File: src/rtl/coh_home_dir_pkg.sv
// Shared types for the home-node directory controller.
package coh_home_dir_pkg;

    // Controller phases; one request is in flight at a time.
    typedef enum logic [2:0] {
        ST_IDLE   = 3'd0,
        ST_LOOKUP = 3'd1,
        ST_INVAL  = 3'd2,
        ST_FETCH  = 3'd3,
        ST_REPLY  = 3'd4
    } hd_state_t;

endpackage

File: src/rtl/coh_addr_fields.sv
// Splits a physical address into home node, line number and byte offset.
// Assumes ADDR_W = NODE_W + LINE_W + OFFS_W, node in the top bits.
module coh_addr_fields #(
    parameter int ADDR_W = 32,
    parameter int NODE_W = 8,
    parameter int OFFS_W = 6,
    parameter int LINE_W = ADDR_W - NODE_W - OFFS_W
) (
    input  logic [ADDR_W-1:0] addr,
    output logic [NODE_W-1:0] node,
    output logic [LINE_W-1:0] line,
    output logic [OFFS_W-1:0] offs
);
    // Pure field extraction, no state.
    assign node = addr[ADDR_W-1 -: NODE_W];
    assign line = addr[OFFS_W +: LINE_W];
    assign offs = addr[OFFS_W-1:0];
endmodule

File: src/rtl/coh_dir_table.sv
// Directory storage: one entry per tracked line, a cached flag plus holder ID.
// Assumes a single writer; reads are combinational; reset clears every entry.
module coh_dir_table #(
    parameter int NODE_W = 8,
    parameter int IDX_W  = 4,
    localparam int DEPTH = 1 << IDX_W
) (
    input  logic              clk,
    input  logic              rst_n,
    input  logic [IDX_W-1:0]  rd_idx,
    output logic              rd_cached,
    output logic [NODE_W-1:0] rd_holder,
    input  logic              wr_en,
    input  logic [IDX_W-1:0]  wr_idx,
    input  logic [NODE_W-1:0] wr_holder
);
    logic [DEPTH-1:0] cached_q;
    logic [NODE_W-1:0] holder_q [DEPTH];

    // Entry update: reset to uncached, otherwise record the new holder.
    always_ff @(posedge clk) begin
        if (!rst_n) begin
            for (int i = 0; i < DEPTH; i++) begin
                cached_q[i] <= 1'b0;
                holder_q[i] <= '0;
            end
        end else if (wr_en) begin
            cached_q[wr_idx] <= 1'b1;
            holder_q[wr_idx] <= wr_holder;
        end
    end

    // Lookup port.
    assign rd_cached = cached_q[rd_idx];
    assign rd_holder = holder_q[rd_idx];

    // Per-entry check that a cached line stays cached until reset.
    for (genvar g = 0; g < DEPTH; g++) begin : g_sticky
        assert_entry_sticky_R4: assert property (@(posedge clk) disable iff (!rst_n)
            cached_q[g] |=> cached_q[g]);
    end
endmodule

File: src/rtl/coh_home_dir.sv
// Home-node directory controller. Serves one request at a time:
// foreign home field -> forwarded reply; local line -> optional invalidate of
// a different holder, memory read, data reply, holder recorded.
// Assumes mem_rsp_valid pulses once per accepted read and inv_ack once per invalidate.
module coh_home_dir
    import coh_home_dir_pkg::*;
#(
    parameter int          ADDR_W     = 32,
    parameter int          NODE_W     = 8,
    parameter int          OFFS_W     = 6,
    parameter int          IDX_W      = 4,
    parameter int          DATA_W     = 64,
    parameter int unsigned LOCAL_NODE = 36,
    localparam int LINE_W = ADDR_W - NODE_W - OFFS_W
) (
    input  logic              clk,
    input  logic              rst_n,
    input  logic              req_valid,
    output logic              req_ready,
    input  logic [NODE_W-1:0] req_src,
    input  logic [ADDR_W-1:0] req_addr,
    output logic              mem_req_valid,
    input  logic              mem_req_ready,
    output logic [LINE_W-1:0] mem_req_line,
    input  logic              mem_rsp_valid,
    input  logic [DATA_W-1:0] mem_rsp_data,
    output logic              inv_valid,
    input  logic              inv_ack,
    output logic [NODE_W-1:0] inv_node,
    output logic [LINE_W-1:0] inv_line,
    output logic              rsp_valid,
    input  logic              rsp_ready,
    output logic              rsp_fwd,
    output logic [NODE_W-1:0] rsp_dest,
    output logic [NODE_W-1:0] rsp_src,
    output logic [LINE_W-1:0] rsp_line,
    output logic [DATA_W-1:0] rsp_data
);
    localparam logic [NODE_W-1:0] HOME_ID = NODE_W'(LOCAL_NODE);

    hd_state_t         st_q;
    logic [NODE_W-1:0] src_q, node_q, old_q;
    logic [LINE_W-1:0] line_q;
    logic [DATA_W-1:0] data_q;
    logic              fwd_q, issued_q;

    logic [NODE_W-1:0] f_node;
    logic [LINE_W-1:0] f_line;
    logic [OFFS_W-1:0] offs_unused;
    logic              tbl_cached, tbl_wr;
    logic [NODE_W-1:0] tbl_holder;

    coh_addr_fields #(
        .ADDR_W(ADDR_W), .NODE_W(NODE_W), .OFFS_W(OFFS_W), .LINE_W(LINE_W)
    ) u_fields (
        .addr(req_addr), .node(f_node), .line(f_line), .offs(offs_unused)
    );

    coh_dir_table #(.NODE_W(NODE_W), .IDX_W(IDX_W)) u_table (
        .clk       (clk),
        .rst_n     (rst_n),
        .rd_idx    (line_q[IDX_W-1:0]),
        .rd_cached (tbl_cached),
        .rd_holder (tbl_holder),
        .wr_en     (tbl_wr),
        .wr_idx    (line_q[IDX_W-1:0]),
        .wr_holder (src_q)
    );

    // Table is written when the line data arrives for a local request.
    assign tbl_wr = (st_q == ST_FETCH) && issued_q && mem_rsp_valid;

    // Request sequencing through lookup, invalidate, fetch and reply.
    always_ff @(posedge clk) begin
        if (!rst_n) begin
            st_q     <= ST_IDLE;
            src_q    <= '0;
            node_q   <= '0;
            old_q    <= '0;
            line_q   <= '0;
            data_q   <= '0;
            fwd_q    <= 1'b0;
            issued_q <= 1'b0;
        end else begin
            unique case (st_q)
                ST_IDLE: if (req_valid) begin
                    src_q  <= req_src;
                    node_q <= f_node;
                    line_q <= f_line;
                    st_q   <= ST_LOOKUP;
                end
                ST_LOOKUP: begin
                    issued_q <= 1'b0;
                    if (node_q != HOME_ID) begin
                        fwd_q  <= 1'b1;
                        data_q <= '0;
                        st_q   <= ST_REPLY;
                    end else begin
                        fwd_q <= 1'b0;
                        old_q <= tbl_holder;
                        st_q  <= (tbl_cached && tbl_holder != src_q) ? ST_INVAL : ST_FETCH;
                    end
                end
                ST_INVAL: if (inv_ack) st_q <= ST_FETCH;
                ST_FETCH: begin
                    if (!issued_q && mem_req_ready) issued_q <= 1'b1;
                    if (issued_q && mem_rsp_valid) begin
                        data_q <= mem_rsp_data;
                        st_q   <= ST_REPLY;
                    end
                end
                ST_REPLY: if (rsp_ready) st_q <= ST_IDLE;
                default: st_q <= ST_IDLE;
            endcase
        end
    end

    // Channel outputs decoded from the phase and captured request.
    assign req_ready     = (st_q == ST_IDLE);
    assign mem_req_valid = (st_q == ST_FETCH) && !issued_q;
    assign mem_req_line  = line_q;
    assign inv_valid     = (st_q == ST_INVAL);
    assign inv_node      = old_q;
    assign inv_line      = line_q;
    assign rsp_valid     = (st_q == ST_REPLY);
    assign rsp_fwd       = fwd_q;
    assign rsp_dest      = fwd_q ? node_q : src_q;
    assign rsp_src       = src_q;
    assign rsp_line      = line_q;
    assign rsp_data      = data_q;

    assert_one_in_flight_R8: assert property (@(posedge clk) disable iff (!rst_n)
        (req_valid && req_ready) |=> !req_ready);
    assert_mem_hold_R9: assert property (@(posedge clk) disable iff (!rst_n)
        (mem_req_valid && !mem_req_ready) |=> mem_req_valid && $stable(mem_req_line));
    assert_inv_hold_R9: assert property (@(posedge clk) disable iff (!rst_n)
        (inv_valid && !inv_ack) |=> inv_valid && $stable(inv_node) && $stable(inv_line));
    assert_rsp_hold_R9: assert property (@(posedge clk) disable iff (!rst_n)
        (rsp_valid && !rsp_ready) |=> rsp_valid && $stable(rsp_dest) && $stable(rsp_data)
                                      && $stable(rsp_fwd) && $stable(rsp_line));
    assert_ack_then_read_R6: assert property (@(posedge clk) disable iff (!rst_n)
        (inv_valid && inv_ack) |=> mem_req_valid);
    assert_data_to_reply_R3: assert property (@(posedge clk) disable iff (!rst_n)
        tbl_wr |=> rsp_valid && !rsp_fwd && rsp_data == $past(mem_rsp_data));
    assert_fwd_foreign_R5: assert property (@(posedge clk) disable iff (!rst_n)
        (rsp_valid && rsp_fwd) |-> rsp_dest != HOME_ID);
endmodule

File: config.mk
export PLATFORM = sky130hd
export DESIGN_NAME = coh_home_dir
export DESIGN_NICKNAME = d
export VERILOG_FILES = /design/src/rtl/coh_home_dir_pkg.sv /design/src/rtl/coh_addr_fields.sv /design/src/rtl/coh_dir_table.sv /design/src/rtl/coh_home_dir.sv
export SDC_FILE = /design/constraint.sdc
export NUM_CORES = 1
export LEC_CHECK = 0
export BUFFER_PORTS_ARGS = -buffer_cell sky130_fd_sc_hd__buf_2
export CAP_MARGIN = 20
export CELL_PAD_IN_SITES_DETAIL_PLACEMENT = 0
export CELL_PAD_IN_SITES_GLOBAL_PLACEMENT = 1
export CORE_ASPECT_RATIO = 1.4
export CORE_MARGIN = 5
export CORE_UTILIZATION = 35
export DETAILED_ROUTE_END_ITERATION = 7
export PLACE_DENSITY = 0.72
export SYNTH_ARGS = -nofsm -noshare
export SYNTH_HDL_FRONTEND = slang
export SYNTH_SLANG_ARGS = --single-unit
File: constraint.sdc
create_clock -name clk -period 6.6 [get_ports clk]
set_clock_uncertainty 0.15 [all_clocks]
set_input_delay 1.32 -clock clk [delete_from_list [all_inputs] [get_ports clk]]
set_output_delay 1.32 -clock clk [all_outputs]
set_load 0.02 [all_outputs]
==> results_dict.tcl <==
set metrics [dict create \
    status "complete, no violations" \
    path_class "input port to register" \
    area_growth_pct 19.3 \
    utilization_pct 41.9 \
    track_usage_pct 16.4 \
    grt_max_degree 68 \
    r2r_cells 7 \
    crit_chain "buf_2 -> nand3_1 -> nor2_4 -> buf_4 -> nand3b_1 -> nor3_1 -> nand2b_1" \
    die_w_um 160 \
    ant_nets 0 \
    synthMuxAreaShare_pct 8.96 \
    synthXorXnorAreaFrac_pct 0 \
    rows 77 \
    endpoint_kind "register" \
    startpoint "rst_n" \
    yosys.area_share.simple_pct 13.4 \
    synthArstFlopShare_pct 0 \
    core_um2 31400 \
    slowest_delay_ns 0.86 \
    dieArea_um2 35300 \
    cts_buffers 27 \
    crit_arrival_ns 4.60 \
    ys_seq_area_share_pct 58.5 \
    cts_max_path_buffers 3 \
    rsz0062_at_grt "no" \
    hpwl_um 21000 \
    cp_max_fo 67 \
    ctsResizeCount 0 \
    hp-start "u_table.cached_q[2]" \
    dpl_cell_area_um2 12300 \
    grt_pass1_wl_um 45600 \
    ff2ff_setup_slack_ns 2.36 \
    netlist.top_cell.by_area "edfxtp_1" \
    synth_top_area_share_pct 34.8 \
    slew_violations 0 \
    num_io_pins 258 \
    place_congestion 0.818 \
    ys_types 58 \
    worstPathRequired_ns 6.64 \
    die_h_um 220 \
    cts.clk_slew.worst_paths_ns 0.06 \
    maxCapViolations 0 \
    critPathSlowestCell "nand3b_1" \
    cts_tree "yes" \
    regToRegStartpoint "st_q[0]" \
    drt_iter0_drc 481 \
    synth_top_flop_cell "dfxtp_1" \
    syn_inst 930 \
    clock_sinks 259 \
    syn_area_um2 11000 \
    drtPass1Iterations 5 \
    synth_nets 1041 \
    r2r_end "u_table.holder_q[4][3]" \
    min_period_over_period_pct 69.1 \
    fin_tns_setup_ns 0 \
    design_area_um2 13200 \
    synthTopCellsByArea "edfxtp_1 35%, dfxtp_1 24%, a22o_1 5.2%" \
    tightest_slew_ns 1.02 \
    synth_fa_ha_area_share_pct 0 \
    period_needed_ns 4.56 \
    ctsHoldBuffers 0 \
    cp-start-kind "input port" \
    num_vias 7920 \
    finalHoldViolations 0 \
    synth_top_family_by_area "simple AND/OR/NAND/NOR gates" \
    power.density_nw_per_um2 284 \
    max_slew_margin_pct 31.9 \
    initial_core_util_pct 35.2 \
    antenna_found_initial 0 \
    setup_violations 0 \
    synth_enable_flop_cells 128 \
    fmax_mhz 219 \
    synth_compound_area_share_pct 13.0 \
    route.detailed.drc 0 \
    cts_setup_buffers 0 \
    cts_root_buf "clkbuf_16" \
    routed_wl_um 30200 \
    yosys.cell_count.top_type "dfxtp_1" \
    final_nets 1218 \
    io_buffers 251 \
    synth.avg_cell_area_um2 11.9 \
    wire_per_inst_um 19.8 \
    power_leakage_nw 5.36 \
    netlist_top_cells_count "131 x dfxtp_1, 128 x edfxtp_1, 92 x nand2_1, 68 x nor3_1, 66 x a22o_1" \
    globalRoute.totalOverflow 0 \
    clock_latency_ns 0.54 \
    via_per_inst 5.20 \
    yosys_warnings 0 \
    peakVddDrop_mv 0.163 \
    drive_gt1_share_pct 31.0 \
    crit_end "u_table.holder_q[4][3]" \
    min_path_type "register to register" \
    htree_levels 1 \
    fill_cells 3048 \
    first_global_vias 8008 \
    ys_ff_latch 259 \
]
## worst max-delay path: cells and delay by family
family	cells	cell delay [ns]
AND/OR/NAND/NOR	5	2.24
buffers and inverters	2	0.99
## area by class of cell
class / instances / area (um2) / share of cell area [%]
diodes: 1 / 2.50 / 0.0190
well taps: 395 / 494 / 3.75
repair buffers: 267 / 1380 / 10.4
multi-input cells: 545 / 3920 / 29.8
inverters: 7 / 26.3 / 0.199
clock inverters: 17 / 188 / 1.42
clock buffers: 33 / 698 / 5.30
flip-flops and latches: 259 / 6470 / 49.1
## power by group
| group | total [mW] | internal, mW | switching (mW) |
|---|---|---|---|
| registers | 1.79 | 1.73 | 0.0567 |
| clock network | 1.52 | 0.908 | 0.616 |
| logic | 0.428 | 0.151 | 0.278 |
## worst min-delay path by stage
stage | to | slack, ns | cells past startpoint
after CTS | u_table.cached_q[2] | 0.30 | 1
after global routing | u_table.cached_q[2] | 0.30 | 1
after floorplan | u_table.cached_q[14] | 0.27 | 1
after global placement | u_table.cached_q[15] | 0.28 | 1
final | u_table.cached_q[2] | 0.30 | 1
after detailed placement | u_table.cached_q[2] | 0.28 | 1
## kinds of logic (layout without fill, tap and decap cells)
logic type,Yosys count,after routing
mux,68,68
flops,259,259
simple gates,290,290
buf+inv,126,324
compound gates,187,187
other cells,0,1
## stage by stage
step                      setup slack (ns)  total power, mW  std cells  hold WS (ns)
after floorplan                       3.31             2.11        930         0.271
after global placement                1.45             2.25       1473         0.277
after detailed placement              1.41             2.26       1473         0.284
after CTS                             1.99             3.79       1523         0.299
after global routing                  1.65             3.89       1523         0.304
final                                 2.04             3.74       1524         0.296
## sequential cells by signal, summed over array words and instances (netlist names), named ones only
signal and cells:
node_q 8, rsp_src 8, u_table.cached_q 16, rsp_fwd 1, issued_q 1, st_q 3
rsp_data 64, u_table.holder_q 128, inv_node 8, inv_line 18
## per-layer routing
| layer | vias to the layer above | share of wire, % | track usage (%) |
|---|---|---|---|
| met3 | 58 | 6.1 | 3.07 |
| met1 | 3797 | 36 | 17.7 |
| met4 | 0 | 3.4 | 6.40 |
| met2 | 305 | 54 | 31.5 |
| met5 | - | 0 | 0 |
| li1 | 3760 | - | - |
## placed cells by master (no fill, tap or decap), drive strengths merged, types with 4 or more instances in the layout
| master | count |
|---|---|
| buf | 267 |
| dfxtp | 131 |
| edfxtp | 128 |
| nand2 | 92 |
| nor3 | 69 |
| a22o | 66 |
| and2 | 54 |
| a21boi | 41 |
| mux2i | 38 |
| clkbuf | 33 |
| mux4 | 23 |
| o21ai | 21 |
| nor4 | 20 |
| nor2 | 19 |
| a21o | 17 |
| a22oi | 15 |
| clkinv | 11 |
| nand2b | 8 |
| inv | 8 |
| a21oi | 7 |
| mux2 | 7 |
| nand3b | 5 |
| nor2b | 5 |
| nor3b | 5 |
| nand3 | 4 |
| bufinv | 4 |
No activity file was read; power rests on OpenSTA's default activity.
